--- src/rtl/panel_pkg.sv ---
package panel_pkg;
    localparam int LED_W = 8;
    localparam int WORD_W = 16;
    localparam int HALT_W = 4;
    localparam int IPL_W = 3;

    localparam logic [1:0] MODE_KERNEL = 2'b00;
    localparam logic [1:0] MODE_SUPER  = 2'b01;

    typedef enum logic [1:0] {
        DSRC_DIV  = 2'd0,
        DSRC_PC   = 2'd1,
        DSRC_DISP = 2'd2,
        DSRC_DREG = 2'd3
    } dsp_src_e;

    typedef enum logic {
        ST_IDLE = 1'b0,
        ST_HOLD = 1'b1
    } hold_state_e;
endpackage

--- src/rtl/act_stretch.sv ---
module act_stretch
    import panel_pkg::*;
#(
    parameter int HOLD_TICKS = 2
) (
    input  logic clk,
    input  logic rst,
    input  logic ce_msec,
    input  logic strobe,
    output logic lit
);
    localparam int CNT_W = $clog2(HOLD_TICKS + 1);
    localparam logic [CNT_W-1:0] CNT_LOAD = CNT_W'(HOLD_TICKS);
    localparam logic [CNT_W-1:0] CNT_ONE = CNT_W'(1);

    hold_state_e state, state_nx;
    logic [CNT_W-1:0] cnt, cnt_nx;

    always_ff @(posedge clk) begin
        if (rst) begin
            state <= ST_IDLE;
            cnt   <= '0;
        end else begin
            state <= state_nx;
            cnt   <= cnt_nx;
        end
    end

    always_comb begin
        state_nx = state;
        cnt_nx   = cnt;
        unique case (state)
            ST_IDLE: begin
                if (strobe) begin
                    state_nx = ST_HOLD;
                    cnt_nx   = CNT_LOAD;
                end
            end
            ST_HOLD: begin
                if (strobe) begin
                    cnt_nx = CNT_LOAD;
                end else if (ce_msec) begin
                    if (cnt == CNT_ONE) begin
                        state_nx = ST_IDLE;
                        cnt_nx   = '0;
                    end else begin
                        cnt_nx = cnt - CNT_ONE;
                    end
                end
            end
            default: begin
                state_nx = ST_IDLE;
                cnt_nx   = '0;
            end
        endcase
    end

    assign lit = strobe | (state == ST_HOLD);
endmodule

--- src/rtl/cpu_act_enc.sv ---
module cpu_act_enc
    import panel_pkg::*;
(
    input  logic              cpu_run,
    input  logic [HALT_W-1:0] halt_code,
    input  logic [1:0]        cpu_mode,
    input  logic [IPL_W-1:0]  cpu_ipl,
    input  logic              cpu_wait,
    output logic [4:0]        act
);
    always_comb begin
        act = 5'b00000;
        if (!cpu_run) begin
            act = {1'b1, halt_code};
        end else if (cpu_mode == MODE_KERNEL) begin
            if (cpu_wait)
                act[2] = 1'b1;
            else if (cpu_ipl != '0)
                act[4] = 1'b1;
            else
                act[3] = 1'b1;
        end else if (cpu_mode == MODE_SUPER) begin
            act[1] = 1'b1;
        end else begin
            act[0] = 1'b1;
        end
    end
endmodule

--- src/rtl/panel_status_mux.sv ---
module panel_status_mux
    import panel_pkg::*;
#(
    parameter int HOLD_TICKS = 2
) (
    input  logic              clk,
    input  logic              rst,
    input  logic              ce_msec,
    input  logic              cpu_run,
    input  logic [HALT_W-1:0] halt_code,
    input  logic [1:0]        cpu_mode,
    input  logic [IPL_W-1:0]  cpu_ipl,
    input  logic              cpu_wait,
    input  logic [WORD_W-1:0] r0_val,
    input  logic [WORD_W-1:0] pc_val,
    input  logic              mem_rd_act,
    input  logic              mem_wr_act,
    input  logic              link_busy,
    input  logic [WORD_W-1:0] div_word,
    input  logic [WORD_W-1:0] disp_reg,
    input  logic              led_sel,
    input  logic [1:0]        dsp_sel,
    output logic [LED_W-1:0]  led,
    output logic [WORD_W-1:0] dsp
);
    localparam int NSTR = 2;

    logic [NSTR-1:0] strobes, lits;
    logic [4:0] act;
    logic [WORD_W-1:0] dreg, dreg_nx, dsp_nx;
    logic [LED_W-1:0] led_nx;

    assign strobes = {mem_wr_act, mem_rd_act};

    for (genvar g = 0; g < NSTR; g++) begin : g_str
        act_stretch #(.HOLD_TICKS(HOLD_TICKS)) u_str (
            .clk(clk),
            .rst(rst),
            .ce_msec(ce_msec),
            .strobe(strobes[g]),
            .lit(lits[g])
        );
    end

    cpu_act_enc u_enc (
        .cpu_run(cpu_run),
        .halt_code(halt_code),
        .cpu_mode(cpu_mode),
        .cpu_ipl(cpu_ipl),
        .cpu_wait(cpu_wait),
        .act(act)
    );

    always_comb begin
        dreg_nx = cpu_wait ? r0_val : dreg;
        if (led_sel)
            led_nx = dreg[LED_W-1:0];
        else
            led_nx = {lits[1], lits[0], link_busy, act};
        unique case (dsp_src_e'(dsp_sel))
            DSRC_DIV:  dsp_nx = div_word;
            DSRC_PC:   dsp_nx = pc_val;
            DSRC_DISP: dsp_nx = disp_reg;
            DSRC_DREG: dsp_nx = dreg;
            default:   dsp_nx = '0;
        endcase
    end

    always_ff @(posedge clk) begin
        if (rst) begin
            led  <= '0;
            dsp  <= '0;
            dreg <= '0;
        end else begin
            led  <= led_nx;
            dsp  <= dsp_nx;
            dreg <= dreg_nx;
        end
    end
endmodule

--- config.mk ---
export PLATFORM = sky130hd
export DESIGN_NAME = panel_status_mux
export DESIGN_NICKNAME = d
export VERILOG_FILES = /design/src/rtl/panel_pkg.sv /design/src/rtl/act_stretch.sv /design/src/rtl/cpu_act_enc.sv /design/src/rtl/panel_status_mux.sv
export SDC_FILE = /design/constraint.sdc
export NUM_CORES = 1
export LEC_CHECK = 0
export BUFFER_PORTS_ARGS = -buffer_cell sky130_fd_sc_hd__clkbuf_2
export CAP_MARGIN = 40
export CORE_MARGIN = 1.5
export CORE_UTILIZATION = 47
export DETAILED_ROUTE_END_ITERATION = 7
export PLACE_DENSITY = 0.91
export SYNTH_ARGS = -nofsm -noshare
export SYNTH_HDL_FRONTEND = slang
export SYNTH_SLANG_ARGS = --single-unit
--- constraint.sdc ---
create_clock -name clk -period 1.9 [get_ports clk]
set_input_delay 0.19 -clock clk [delete_from_list [all_inputs] [get_ports clk]]
set_output_delay 0.19 -clock clk [all_outputs]
set_load 0.02 [all_outputs]
## Word level (Yosys, flattened, before mapping)

Cells that the tools add are included.

| storage, ports and cells | value |
|---|---|
| register bits after elaboration | 46 |
| input bits | 84 |
| output and inout bits | 24 |
| logic and storage cells | 59 |

| operators by class | value |
|---|---|
| $add $sub $neg | 2 |
| eq/ne operators | 10 |
| mux-type cells | 31 |
| bitwise operators | 4 |
| reductions and logical operators | 5 |

Operators by type and width:

| cell | count |
|---|---|
| $pmux W16 S4 | 1 |
| $mux W2 | 10 |
| $mux W1 | 13 |
| $eq A2 B1 Y1 const B | 4 |
| $mux W8 | 1 |
| $pmux W2 S2 | 2 |
| $ne A3 B3 Y1 const B | 2 |
| $mux W5 | 1 |
| $eq A2 B2 Y1 const B | 2 |
| $logic_not A2 Y1 | 2 |
| $ne A2 B2 Y1 const B | 2 |
| $pmux W1 S2 | 2 |
| $reduce_and A2 Y1 | 2 |
| $sub A2 B1 Y2 const B | 2 |
| $mux W3 | 1 |
| $reduce_bool A3 Y1 | 1 |
| $not A1 Y1 | 2 |
| $or A1 B1 Y1 | 2 |

## Longest topological paths before layout

| depth | value |
|---|---|
| depth after elaboration | 6 |
| mapped depth | 5 |
| depth with buffers taken out | 5 |

## Cells and area by module

A second synthesis with hierarchy kept.

| unflattened totals | value |
|---|---|
| cells, all modules | 195 |
| area total of the unflattened synthesis | 2149.6 um^2 |

By module, submodules not included:

| module | instances | cells each | area an instance (um^2) | seq. area each (um^2) |
|---|---|---|---|---|
| panel_status_mux | 1 | 152 | 1731.7 | 800.8 |
| act_stretch | 2 | 15 | 151.4 | 60.1 |
| cpu_act_enc | 1 | 13 | 115.1 | 0.0 |

## Worst setup path after synthesis

OpenSTA, ideal clock, no wires.

| timing | value |
|---|---|
| kind | in2reg |
| start | input port dsp_sel[0] |
| end | register dsp[6] |
| library setup time | 0.128 ns |
| arrival time | 1.095 ns |
| required time | 1.772 ns |
| setup slack | 0.677 ns |
| stages on the path | 4 |
| path buffers | 2 |
| cells stage by stage | buf_6 > buf_6 > mux4_2 > nor2b_1 |

| between the ends | value |
|---|---|
| word-level cells in the longest chain between the ends | 2 |
| elaborated cells on any way between the ends | 5 |
| those cells by class | 3 x eq/ne; 1 x mux; 1 x reduce/logical |

Ends and longest elaborated chain:

| what | RTL line | text |
|---|---|---|
| start: declaration | panel_status_mux.sv:22 | `input logic [1:0] dsp_sel,` |
| $eq A2 B2 Y1, or another cell as far along | panel_status_mux.sv:60 | `unique case (dsp_src_e'(dsp_sel))` |
| $pmux W16 S4 * | panel_status_mux.sv:60 |  |
| end signal: assignment | panel_status_mux.sv:76 | `dsp <= dsp_nx;` |
| end: declaration | panel_status_mux.sv:24 | `output logic [WORD_W-1:0] dsp` |

Every way passes the cells marked *; elsewhere a longest branch is shown, timed or not.
A chain may end at the register's enable or synchronous reset.

## Worst setup path in the final report

| timing | value |
|---|---|
| start | register g_str[0].u_str.cnt[1] |
| end | register g_str[0].u_str.cnt[1] |

| between the ends | value |
|---|---|
| word-level cells in the longest chain between the ends | 5 |
| elaborated cells on any way between the ends | 6 |
| those cells by class | 1 x add/sub; 1 x eq/ne; 4 x mux |

Ends and longest elaborated chain:

| what | RTL line | text |
|---|---|---|
| start: declaration | act_stretch.sv:17 | `logic [CNT_W-1:0] cnt, cnt_nx;` |
| start signal: assignment | act_stretch.sv:25 | `cnt <= cnt_nx;` |
| $sub A2 B1 Y2 or $eq A2 B1 Y1 (tied branches) | act_stretch.sv:47, act_stretch.sv:43 |  |
| $mux W2 * | act_stretch.sv:43 | `if (cnt == CNT_ONE) begin` |
| $mux W2 * | act_stretch.sv:42 | `end else if (ce_msec) begin` |
| $mux W2 * | act_stretch.sv:40 | `if (strobe) begin` |
| $pmux W2 S2 * | act_stretch.sv:32 | `unique case (state)` |

Every way passes the cells marked *; elsewhere a longest branch is shown, timed or not. The select of a mux whose other input is x is not followed.

==> metrics.md <==
| Metric | Value |
|---|---|
| Total number of vias | `1664` |
| TNS Setup | `0 ns` |
| Kind of start point of the critical path | `register` |
| Worst R2R Setup Slack | `0.66 ns` |
| Area after detailed placement | `2540 um^2` |
| Count of endpoints failing hold in the final timing report | `0` |
| Total congestion overflow after global routing | `0` |
| Worst Hold Path Cells | `2` |
| Register bit total from synthesis | `46` |
| Number of cells produced by synthesis | `175` |
| R2R Path Start | `g_str[0].u_str.cnt[1]` |
| Final Power | `2.01 mW` |
| HPWL reported at the end of detailed placement | `3.83 mm` |
| Setup repair after global routing missed its margin | `false` |
| Slew at the pin closest to its max-slew limit | `0.540 ns` |
| Largest voltage drop on the vdd net | `0.437 mV` |
| Share of synthesized cell area in full adder, half adder and majority cells | `0.0127` |
| R2R depth | `5` |
| Global-route wire length before repair | `7.19 mm` |
| Leading cell types in the layout, fill and taps excluded | `sky130_fd_sc_hd__clkbuf_2 (107), sky130_fd_sc_hd__dfxtp_1 (46), sky130_fd_sc_hd__nor2_1 (25), sky130_fd_sc_hd__mux2i_1 (17)` |
| Total CTS buffers | `5` |
| Part of the power in the clock network | `0.286` |
| Count of fill cells added during filler insertion | `332` |
| Pwr dens | `764 nW/um^2` |
| Relative contribution of combinational cells to total power | `0.187` |
| Number of iterations in the first detailed-routing pass | `4` |
| Row cnt | `23` |
| Via count of the first global-routing pass | `1608` |
| Sinks on Clock Net | `46` |
| Die span in y | `67.7 um` |
| Crit path kind | `register to register` |
| Clock period minus final worst setup slack | `1.24 ns` |
| Chip Width | `67.7 um` |
| Number of gates given a new drive strength after cts | `0` |
| Clock latency of the later-clocked register in the worst-skew pair | `0.29 ns` |
| Final core utilization | `0.658` |
| Die area | `4590 um^2` |
| Start point of the worst min-delay path | `mem_rd_act` |
| Min setup slack post-route | `0.662 ns` |
| Area of all placed cells without fillers | `2630 um^2` |
| Chain of cells forming the critical path | `inv_1 > ha_1 > and3_1 > a211oi_1 > nor2_1` |
| Initial antenna violation count | `0` |
| Period utilisation layout | `0.652` |
| Clock input transition at the sequential cells of the worst setup and hold paths | `0.08 ns` |
| Antenna diode count | `0` |
| Worst-path fanout max | `2` |
| Post-Synth XOR/XNOR Area | `0.00889` |
| 1st-iter DRT viols | `90` |
| Simple-gate area share of the yosys netlist | `0.154` |
| Ratio of cells with drive above 1 in the final layout | `0.477` |
| Reg-to-reg endpoint | `g_str[0].u_str.cnt[1]` |
| Antenna Violating Nets Remaining | `0` |
| Largest net degree at the start of global routing | `25` |
| Fraction of power consumed by sequential logic | `0.527` |
| Internal Dissipation | `1.49 mW` |
| Highest clock rate | `808 MHz` |
| Static leakage power | `1.29 nW` |
| Final routed wire length divided by cell count | `14.3 um` |
| Required time worst endpoint | `2.08 ns` |
| Synth warn | `0` |
| Area grow syn2layout | `33.6%` |
| CP delay by family, top | `flip-flops` |
| Type of destination of the critical path | `register` |
| Number of pins with negative max-slew slack in the final report | `0` |
| Fraction of power spent switching nets | `0.260` |
| Synthesized area per cell | `11.3 um^2` |
| Hold worst-path end | `g_str[0].u_str.cnt[0]` |
| Global-route usage over all layers | `0.215` |
| I/O pin count | `108` |
| Arrival time of the worst setup path | `1.42 ns` |
| Post-CTS Setup Repair Bufs | `0` |
| Cell with the largest stage delay on the worst path | `sky130_fd_sc_hd__dfxtp_1` |
| Endpoints failing setup | `0` |
| Psw | `0.522 mW` |
| Compound-cell area share of the yosys netlist | `0.0375` |
| Clock tree from TritonCTS | `yes` |
| Critical path's largest stage delay | `0.34 ns` |
| Sequential element share of the synthesized area | `0.468` |
| Maximum buffer depth of the clock tree | `2` |
| Core Box Area | `4000 um^2` |
| # hold bufs at CTS | `0` |
| Cell Count Post-Placement | `323` |
| Synth unique cells | `24` |
| Non-filler cells in the finished layout | `331` |
| Syn nets | `261` |
| Clock tree skew after final layout | `0.00783 ns` |
| Run status | `complete, no violations` |
| Worst relative slew slack | `0.640` |
| Gpl congestion | `0.784` |
| Max-cap violations | `0` |
| Class of the tightest hold or removal check | `input pin to register` |
| Pre-CTS setup slack | `0.398 ns` |
| Number of I/O port buffers | `107` |
| Dominant combinational cell family by area after synthesis | `multiplexers` |
| Clock H-tree levels | `2` |
| Most common cell after layout, fill and taps aside | `sky130_fd_sc_hd__clkbuf_2` |
| Hold Slack | `0.121 ns` |
| DRC violations left | `0` |
| Number of vias per cell | `5.03` |
| Effective utilization at floorplan | `0.492` |
| Final wirelength | `4.72 mm` |
| CP Launch Point | `g_str[0].u_str.cnt[1]` |
| Syn Std Cell Area | `1970 um^2` |
| Post-synthesis mux area share | `0.275` |
| Buffer and inverter count on the worst path | `1` |
| Clock Root Buffer | `sky130_fd_sc_hd__clkbuf_8` |
| Number of nets in the finished design | `366` |
cells by family (layout without fill, tap and decap cells):
group                    after synthesis  in the layout
AO/OA/AOI/OAI                         11             11
XOR/XNOR                               2              2
adder cells (fa/ha/maj)                2              2
buffers and inverters                 18            124
flip-flops                            46             46
multiplexers                          34             34
AND/OR/NAND/NOR                       62             62
worst register-to-register path, stage by stage, from the launching register on:
cell	delay [ns]
sky130_fd_sc_hd__dfxtp_1	0.34
sky130_fd_sc_hd__inv_1	0.04
sky130_fd_sc_hd__ha_1	0.26
sky130_fd_sc_hd__and3_1	0.19
sky130_fd_sc_hd__a211oi_1	0.24
sky130_fd_sc_hd__nor2_1	0.06
cell usage after synthesis, drive strengths merged:
cell type,n,share of area
dfxtp,46,0.47
nor2,25,0.048
mux2i,17,0.086
mux4,16,0.18
nor2b,16,0.051
nor3,9,0.023
buf,8,0.025
inv,6,0.011
nand2,6,0.011
a21oi,5,0.013
clkbuf,4,0.0076
a211oi,3,0.011
a221oi,2,0.0089
and3,2,0.0064
ha,2,0.013
xor2,2,0.0089
a311oi,1,0.0044
mux2,1,0.0057
nand2b,1,0.0032
nand3,1,0.0025
nand3b,1,0.0038
nor4bb,1,0.0051
power by group through the flow:
stage / logic, mW / clock network [mW] / registers [mW]
after global routing: 0.410 / 0.637 / 1.07
after detailed placement: 0.378 / 0 / 1.08
after global placement: 0.358 / 0 / 1.08
final: 0.376 / 0.575 / 1.06
after floorplan: 0.181 / 0 / 1.12
after CTS: 0.379 / 0.594 / 1.06
flip-flops by register name, summed over array words and instances (netlist names):
name and flops:
dreg 16, dsp 16, g_str.u_str.cnt 4, g_str.u_str.state 2
led 8
per-layer routing:
metal	track usage	share of wire	vias up
met5	0	0	-
met2	0.386	0.53	66
met1	0.243	0.39	768
li1	-	-	826
met3	0.0567	0.075	4
met4	0.0816	0.0095	0
cell type report:
type	count	area, um^2	share of cell area
clock buffers	6	72.6	0.0276
clock inverters	2	13.8	0.00523
inverters	6	22.5	0.00856
multi-input cells	111	961	0.365
flip-flops and latches	46	921	0.350
well taps	50	62.6	0.0238
repair buffers	110	578	0.220
worst max-delay path by stage:
stage / endpoint / cells past startpoint
final: g_str[0].u_str.cnt[1] / 5
after global routing: g_str[0].u_str.cnt[1] / 5
after CTS: g_str[0].u_str.cnt[1] / 5
after detailed placement: dsp[3] / 3
after global placement: dsp[12] / 3
after floorplan: dsp[6] / 4
Power figures use the tool's default switching activity.
